$ cat src/rtl/rtg_pkg.sv
package rtg_pkg;

   typedef enum logic {
      FIELD_EVEN = 1'b0,
      FIELD_ODD  = 1'b1
   } field_e;

   localparam int SPAN_W = 16;

   // half-open window test: start <= pos < start + len, computed without wrap
   function automatic logic in_span(input logic [SPAN_W-1:0] pos,
                                    input logic [SPAN_W-1:0] start,
                                    input logic [SPAN_W-1:0] len);
      logic [SPAN_W:0] p, s, e;
      p = {1'b0, pos};
      s = {1'b0, start};
      e = s + {1'b0, len};
      return (p >= s) && (p < e);
   endfunction

endpackage

$ cat src/rtl/rtg_clk_div.sv
module rtg_clk_div #(
   parameter int DIV_W = 6
) (
   input  logic             clk,
   input  logic             rst,
   input  logic             load,
   input  logic [DIV_W-1:0] ratio,
   output logic             pix_en,
   output logic [DIV_W-1:0] ratio_cur
);

   logic [DIV_W-1:0] ratio_q;

   always_ff @(posedge clk) begin
      if (rst || load) ratio_q <= ratio;
   end

   assign ratio_cur = ratio_q;

   generate
      if (DIV_W == 1) begin : g_trivial
         // only ratios 0 and 1 are representable: enable on every cycle
         assign pix_en = 1'b1;
      end else begin : g_counter
         logic [DIV_W-1:0] phase_q;
         logic             at_end;

         assign at_end = (ratio_q <= DIV_W'(1)) ||
                         (phase_q == ratio_q - DIV_W'(1));

         always_ff @(posedge clk) begin
            if (rst)         phase_q <= '0;
            else if (at_end) phase_q <= '0;
            else             phase_q <= phase_q + DIV_W'(1);
         end

         assign pix_en = at_end;
      end
   endgenerate

endmodule

$ cat src/rtl/rtg_axis.sv
module rtg_axis #(
   parameter int W = 12
) (
   input  logic         clk,
   input  logic         rst,
   input  logic         load,
   input  logic         step,
   input  logic [W-1:0] total,
   input  logic [W-1:0] sync_start,
   input  logic [W-1:0] sync_len,
   input  logic [W-1:0] act_start,
   input  logic [W-1:0] act_len,
   output logic [W-1:0] pos,
   output logic         wrap,
   output logic         sync_hit,
   output logic         act_hit
);

   localparam int SW = rtg_pkg::SPAN_W;

   logic [W-1:0] tot_q, ss_q, sl_q, as_q, al_q;

   always_ff @(posedge clk) begin
      if (rst || load) begin
         tot_q <= total;
         ss_q  <= sync_start;
         sl_q  <= sync_len;
         as_q  <= act_start;
         al_q  <= act_len;
      end
   end

   assign wrap = step && (pos == tot_q - W'(1));

   always_ff @(posedge clk) begin
      if (rst)       pos <= '0;
      else if (wrap) pos <= '0;
      else if (step) pos <= pos + W'(1);
   end

   assign sync_hit = rtg_pkg::in_span(SW'(pos), SW'(ss_q), SW'(sl_q));
   assign act_hit  = rtg_pkg::in_span(SW'(pos), SW'(as_q), SW'(al_q));

endmodule

$ cat src/rtl/rtg_field.sv
module rtg_field #(
   parameter int V_W = 11
) (
   input  logic           clk,
   input  logic           rst,
   input  logic           load,
   input  logic           ilace_in,
   input  logic [V_W-1:0] line,
   output logic           field_odd,
   output logic           ilace_cur,
   output logic [V_W:0]   scr_raster
);

   import rtg_pkg::*;

   field_e fld_q;
   logic   ilace_q;

   always_ff @(posedge clk) begin
      if (rst) begin
         ilace_q <= ilace_in;
         fld_q   <= FIELD_ODD;
      end else if (load) begin
         ilace_q <= ilace_in;
         // keep alternating only while interlace stays on; entering it starts odd
         if (ilace_in && ilace_q) fld_q <= (fld_q == FIELD_ODD) ? FIELD_EVEN : FIELD_ODD;
         else                     fld_q <= FIELD_ODD;
      end
   end

   assign field_odd = (fld_q == FIELD_ODD);
   assign ilace_cur = ilace_q;

   always_comb begin
      if (ilace_q)
         scr_raster = {line, 1'b0} + ((fld_q == FIELD_ODD) ? (V_W+1)'(1) : (V_W+1)'(2));
      else
         scr_raster = {1'b0, line} + (V_W+1)'(1);
   end

endmodule

$ cat src/rtl/raster_timing_gen.sv
module raster_timing_gen #(
   parameter int DIV_W           = 6,
   parameter int H_W             = 12,
   parameter int V_W             = 11,
   parameter bit SYNC_ACTIVE_LOW = 1'b0
) (
   input  logic             clk,
   input  logic             rst,
   input  logic [DIV_W-1:0] div_ratio,
   input  logic             interlace_en,
   input  logic [H_W-1:0]   h_total,
   input  logic [H_W-1:0]   h_sync_start,
   input  logic [H_W-1:0]   h_sync_len,
   input  logic [H_W-1:0]   h_act_start,
   input  logic [H_W-1:0]   h_act_len,
   input  logic [V_W-1:0]   v_total,
   input  logic [V_W-1:0]   v_sync_start,
   input  logic [V_W-1:0]   v_sync_len,
   input  logic [V_W-1:0]   v_act_start,
   input  logic [V_W-1:0]   v_act_len,
   output logic             pix_en,
   output logic             hsync,
   output logic             vsync,
   output logic             disp_act,
   output logic             field_odd,
   output logic [H_W-1:0]   pix_x,
   output logic [V_W-1:0]   line_y,
   output logic [V_W:0]     scr_raster
);

   generate
      if (DIV_W < 1 || DIV_W > 16) begin : g_bad_div
         $error("raster_timing_gen: DIV_W must be 1..16");
      end
      if (H_W < 2 || H_W > rtg_pkg::SPAN_W) begin : g_bad_h
         $error("raster_timing_gen: H_W must be 2..16");
      end
      if (V_W < 2 || V_W > rtg_pkg::SPAN_W) begin : g_bad_v
         $error("raster_timing_gen: V_W must be 2..16");
      end
   endgenerate

   logic             frame_start;
   logic             h_wrap, v_wrap;
   logic             hs_hit, ha_hit, vs_hit, va_hit;
   logic [V_W-1:0]   va_len_eff;
   logic [DIV_W-1:0] ratio_cur;
   logic             ilace_cur;

   assign frame_start = v_wrap;
   assign va_len_eff  = interlace_en ? (v_act_len >> 1) : v_act_len;

   rtg_clk_div #(.DIV_W(DIV_W)) i_div (
      .clk       (clk),
      .rst       (rst),
      .load      (frame_start),
      .ratio     (div_ratio),
      .pix_en    (pix_en),
      .ratio_cur (ratio_cur)
   );

   rtg_axis #(.W(H_W)) i_hax (
      .clk        (clk),
      .rst        (rst),
      .load       (frame_start),
      .step       (pix_en),
      .total      (h_total),
      .sync_start (h_sync_start),
      .sync_len   (h_sync_len),
      .act_start  (h_act_start),
      .act_len    (h_act_len),
      .pos        (pix_x),
      .wrap       (h_wrap),
      .sync_hit   (hs_hit),
      .act_hit    (ha_hit)
   );

   rtg_axis #(.W(V_W)) i_vax (
      .clk        (clk),
      .rst        (rst),
      .load       (frame_start),
      .step       (h_wrap),
      .total      (v_total),
      .sync_start (v_sync_start),
      .sync_len   (v_sync_len),
      .act_start  (v_act_start),
      .act_len    (va_len_eff),
      .pos        (line_y),
      .wrap       (v_wrap),
      .sync_hit   (vs_hit),
      .act_hit    (va_hit)
   );

   rtg_field #(.V_W(V_W)) i_fld (
      .clk        (clk),
      .rst        (rst),
      .load       (frame_start),
      .ilace_in   (interlace_en),
      .line       (line_y),
      .field_odd  (field_odd),
      .ilace_cur  (ilace_cur),
      .scr_raster (scr_raster)
   );

   generate
      if (SYNC_ACTIVE_LOW) begin : g_sync_low
         assign hsync = ~hs_hit;
         assign vsync = ~vs_hit;
      end else begin : g_sync_high
         assign hsync = hs_hit;
         assign vsync = vs_hit;
      end
   endgenerate

   assign disp_act = ha_hit && va_hit;

endmodule

$ cat config.mk
export PLATFORM = sky130hd
export DESIGN_NAME = raster_timing_gen
export DESIGN_NICKNAME = d
export VERILOG_FILES = /design/src/rtl/rtg_pkg.sv /design/src/rtl/rtg_clk_div.sv /design/src/rtl/rtg_axis.sv /design/src/rtl/rtg_field.sv /design/src/rtl/raster_timing_gen.sv
export SDC_FILE = /design/constraint.sdc
export NUM_CORES = 1
export LEC_CHECK = 0
export BUFFER_PORTS_ARGS = -buffer_cell sky130_fd_sc_hd__buf_2
export CAP_MARGIN = 10
export CORE_MARGIN = 2
export CORE_UTILIZATION = 35
export CTS_CLUSTER_SIZE = 14
export DETAILED_ROUTE_END_ITERATION = 10
export SETUP_SLACK_MARGIN = 0.2
export SLEW_MARGIN = 20
export SYNTH_ARGS = -nofsm -noshare
export SYNTH_HDL_FRONTEND = slang
export SYNTH_SLANG_ARGS = --single-unit
$ cat constraint.sdc
create_clock -name clk -period 5.5 [get_ports clk]
set_input_delay 0.55 -clock clk [delete_from_list [all_inputs] [get_ports clk]]
set_output_delay 0.55 -clock clk [all_outputs]
set_load 0.01 [all_outputs]
### Yosys cells after proc, flatten, opt, wreduce, memory -nomap -nowiden

Cells that the tools add are included.

* register bits after elaboration: 152
* input port bits: 124
* output and inout bits: 40

* add/subtract/negate cells: 12
* $lt $le $gt $ge: 9
* equality and inequality tests: 3
* multiplexer cells: 7
* reductions and logical operators: 14

Operator list (number)
* $lt 11x17->1: 2
* $lt 12x17->1: 2
* $add 12x12->13: 2
* $add 11x11->12: 2
* $ge 12x12->1: 2
* $ge 11x11->1: 2
* $add 11x1->12 const B: 1
* $add 12x1->12 const B: 1
* $add 12x12->12: 1
* $eq 12x12->1: 1
* $mux 12: 1
* $sub 12x1->12 const B: 1
* $add 11x1->11 const B: 1
* $eq 11x11->1: 1
* $sub 11x1->11 const B: 1
* $mux 10: 1
* $logic_and 1x1->1: 8
* $add 6x1->6 const B: 1
* $eq 6x6->1: 1
* $le 6x1->1 const B: 1
* $reduce_or 2->1: 3
* $sub 6x1->6 const B: 1
* $mux 1: 4
* $logic_or 1x1->1: 2
* 2 further kinds: 2

### Logic depth before layout (Yosys ltp)

* word-level depth: 7
* gate-level depth with buffers: 18
* depth with buffers taken out: 18

### By module

A second synthesis with hierarchy kept.

* cells, all modules: 998
* area total of the unflattened synthesis: 10659.0 um2

By module, submodules not included
* rtg_axis (i_hax): instances 1, cells each 447, area an instance 4858.4 um2, seq. area each 2042.0 um2
* rtg_axis (i_vax): instances 1, cells each 390, area an instance 4347.9 um2, seq. area each 1871.8 um2
* rtg_clk_div: instances 1, cells each 56, area an instance 645.6 um2, seq. area each 300.3 um2
* rtg_field: instances 1, cells each 92, area an instance 634.4 um2, seq. area each 50.0 um2
* raster_timing_gen: instances 1, cells each 13, area an instance 172.7 um2, seq. area each 0.0 um2

### Worst setup path after synthesis

No wires, ideal clock.

* path type: reg2reg
* start: reg i_hax.tot_q[0]
* end: reg i_div.ratio_q[0], in the netlist i_div.ratio_cur[0] (enable)
* data arrival time: 4.073 ns
* data required time: 5.071 ns
* setup slack: 0.997 ns
* cell stages (with the launch flop): 11
* path buffers: 1
* period minus slack after synthesis: 4.503 ns
* cells stage by stage: edfxtp_1 inv_1 ha_1 or4b_1 or4_1 xnor2_1 nor4_1 o211a_1 nand4bb_1 nand2b_1 buf_2

* word-level cells in the longest chain between the ends: 5

RTL lines
* start, declared: line rtg_axis.sv:21 `logic [W-1:0] tot_q, ss_q, sl_q, as_q, al_q;`
* start signal, assigned: line rtg_axis.sv:25 `tot_q <= total;`
* $sub 12x1->12: line rtg_axis.sv:33 `assign wrap = step && (pos == tot_q - W'(1));`
* $eq 12x12->1: line rtg_axis.sv:33
* $logic_and 1x1->1 (2 in series): line rtg_axis.sv:33
* $logic_or 1x1->1: line rtg_clk_div.sv:15 `if (rst || load) ratio_q <= ratio;`
* end signal, assigned: line rtg_clk_div.sv:15
* end, declared: line rtg_clk_div.sv:12 `logic [DIV_W-1:0] ratio_q;`

No other way between the ends.
A chain may end at the register's enable or synchronous reset.

### Worst setup path after layout

* start: reg i_vax.as_q[0]
* end: out disp_act

* word-level cells in the longest chain between the ends: 4

RTL lines
* start, declared: line rtg_axis.sv:21
* start signal, assigned: line rtg_axis.sv:28 `as_q <= act_start;`
* $add 11x11->12: line rtg_pkg.sv:17 `e = s + {1'b0, len};`
* $lt 11x17->1: line rtg_pkg.sv:18 `return (p >= s) && (p < e);`
* $logic_and 1x1->1 (*): line rtg_pkg.sv:18
* $logic_and 1x1->1 (*): line raster_timing_gen.sv:115 `assign disp_act = ha_hit && va_hit;`
* end, declared: line raster_timing_gen.sv:24 `output logic disp_act,`

Every way passes the cells marked *; elsewhere a longest branch is shown, timed or not.

==> flow_metrics.tcl <==
set metrics [dict create \
    ys_ff_latch 152 \
    syn_area_um2 10100 \
    finalHoldViolCount 0 \
    path_delay_family "compound AO/OA/AOI/OAI gates" \
    synthTopCellsByArea "edfxtp_1, ha_1, dfxtp_1, xnor2_1, xor2_1" \
    cp_slowest_cell "a2111oi_0" \
    root_buffer "clkbuf_16" \
    status "finished, final reports clean" \
    synth_edf_count 122 \
    async_reset_ff_frac 0 \
    rows 62 \
    synth_fa_ha_area_frac 0.185 \
    critical_path_class "register to primary output" \
    grt_pass1_wl_mm 39.4 \
    final.min_clock_period_ps 4830 \
    grt_usage 0.165 \
    grt_max_degree 51 \
    htreeDepth 4 \
    most-common-layout-cells "buf_2, ha_1, edfxtp_1" \
    num_io_pins 164 \
    io_buffers 163 \
    crit_fanout 3 \
    dr.pass1.iters 4 \
    start_util 0.354 \
    synth_top_cell_area_share 0.362 \
    antenna_found_initial 5 \
    cts_buffers 17 \
    final_common_cell "buf_2" \
    hp-class "input port to register" \
    setup_viol 0 \
    power_frac_clock 0.408 \
    ant_nets 0 \
    maxCapViolCount 0 \
    synth_top_flop_cell "edfxtp_1" \
    power.density_nw_per_um2 249 \
    drt-total-wl_mm 24.6 \
    slew_viol_final 0 \
    routed_via_density 5.09 \
    muxShareOfSynthArea 0.0214 \
    synth_top_family_by_area "adder cells" \
    worst_setup_path_end_kind "primary output" \
    num-nets-final 1398 \
    syn_inst 961 \
    first_iter_violations 357 \
    period_share 0.879 \
    cp.required_ps 4950 \
    routedWlPerCell_um 16.1 \
    cts_setup_buffers 0 \
    synth_largest_area_cell "edfxtp_1" \
    skew_ps 14.8 \
    design_area_um2 12000 \
    p_comb_frac 0.144 \
    clk_pin_slew_ps 70 \
    dpl.hpwl_mm 18.7 \
    cts_tree "yes" \
    synth.avg_cell_area_um2 10.5 \
    synthSimpleGateAreaFrac 0.126 \
    clk_path_buf_depth 2 \
    worst_slew_pin_slew_ps 837 \
    clkLatencyLatePin_ps 440 \
    drive_gt1_frac 0.195 \
    placed_cell_area_um2 11400 \
    peakVddDrop_mv 0.210 \
    max_stage_delay_ps 490 \
    die-width_um 174 \
    synth-xor-area-share 0.0804 \
    synth.net_count 1232 \
    gr-total-overflow 0 \
    cts_hold_buf 0 \
    switching_share 0.265 \
    die_y_um 174 \
    rsz0062_at_grt "no" \
    yosysWarnings 0 \
    power_frac_seq 0.449 \
    grt_pass1_vias 7787 \
    yosysSeqAreaShare 0.421 \
    clock-sinks 152 \
    synth_compound_gate_area_share 0.132 \
    hold-worst-slack_ps 278 \
    leakagePower_nw 5.41 \
    place_congestion 0.845 \
    critical_path_arrival_ps 4280 \
    synth_cell_types 65 \
    path_buf_inv 2 \
    core_um2 28600 \
    drcViolationCount 0 \
    final.setup.tns_ps 0 \
    vias 7763 \
    fp.dieArea_um2 30300 \
    p_sw_mw 0.794 \
    critPathLaunchType "register" \
    p_int_mw 2.20 \
    cp_cell_sequence "ha_1, inv_1, fa_1, nor2b_1, o21ai_0, nand2b_1, a21o_1, a21o_1, a31o_2, mux2i_1, and3_1, ha_1, or4_1, a2111oi_0, o22ai_1, nor4b_1, buf_2" \
    area_growth_pct 18.8 \
    slew-limit-headroom 0.441 \
    cts_resized 0 \
    clock.fmax_mhz 207 \
]
## cell families (layout without fill, tap and decap cells)
| logic type | count (synthesis) | count (layout) |
|---|---|---|
| AOI/OAI and AO/OA | 208 | 208 |
| xor gates and xnor gates | 93 | 93 |
| and+or+nand+nor | 249 | 249 |
| DFF | 152 | 152 |
| adders and majority gates | 147 | 147 |
| other | 0 | 1 |
| muxes | 19 | 19 |
| buffers and inverters | 93 | 272 |
## stage by stage
stage	setup slack [ps]	total power [mW]	utilization	cells
detailed placement	1010	1.80	0.399	1492
global placement	1230	1.79	0.399	1492
finish	667	3.00	0.420	1525
floorplan	997	1.67	-	961
CTS	538	3.04	0.420	1524
global route	269	3.14	0.420	1524
## routing by layer
layer  vias to the layer above  part of all wire  GRT usage
met1                      3655              0.44      0.202
met3                        25             0.054     0.0420
met2                       181              0.49      0.291
li1                       3894                 -          -
met5                         -            0.0022          0
met4                         8             0.012     0.0413
## worst paths after layout
kind	slack (ps)	startpoint	to	cells past startpoint
max	670	i_vax.as_q[0]	disp_act	17
min	280	h_act_len[2]	i_hax.al_q[2]	1
max reg2reg	1370	i_hax.tot_q[0]	i_vax.ss_q[0]	10
min reg2reg	510	i_div.g_counter.phase_q[0]	i_div.g_counter.phase_q[0]	1
## Yosys cell counts (all sizes together) (19+ instances only)
cell / instances
inv: 73
xnor2: 55
a21oi: 64
ha: 143
nand2b: 19
xor2: 38
dfxtp: 30
nor2: 63
nor3: 24
nand3: 26
nand2: 48
o21ai: 44
edfxtp: 122
a21o: 20
## cell type report
| type | instances | area [um2] |
|---|---|---|
| inverter | 73 | 274 |
| multi-input combinational | 716 | 5520 |
| sequential | 152 | 4260 |
| clock buffer | 21 | 514 |
| tap | 384 | 480 |
| antenna | 1 | 2.50 |
| fill | 2730 | 16600 |
| clock inverter | 11 | 104 |
| timing repair buffer | 167 | 871 |
## registers in the layout, summed over array words and instances (netlist names), 12 cells and up
signal / count
i_hax.al_q: 12
i_hax.as_q: 12
i_hax.pos: 12
i_hax.sl_q: 12
i_hax.ss_q: 12
i_hax.tot_q: 12
## power groups by stage
stage	logic, mW	registers [mW]	clock network, mW
global placement	0.420	1.37	0
finish	0.431	1.35	1.22
detailed placement	0.431	1.37	0
floorplan	0.309	1.36	0
CTS	0.435	1.35	1.26
global route	0.494	1.35	1.30
Power figures use the tool's default switching activity.
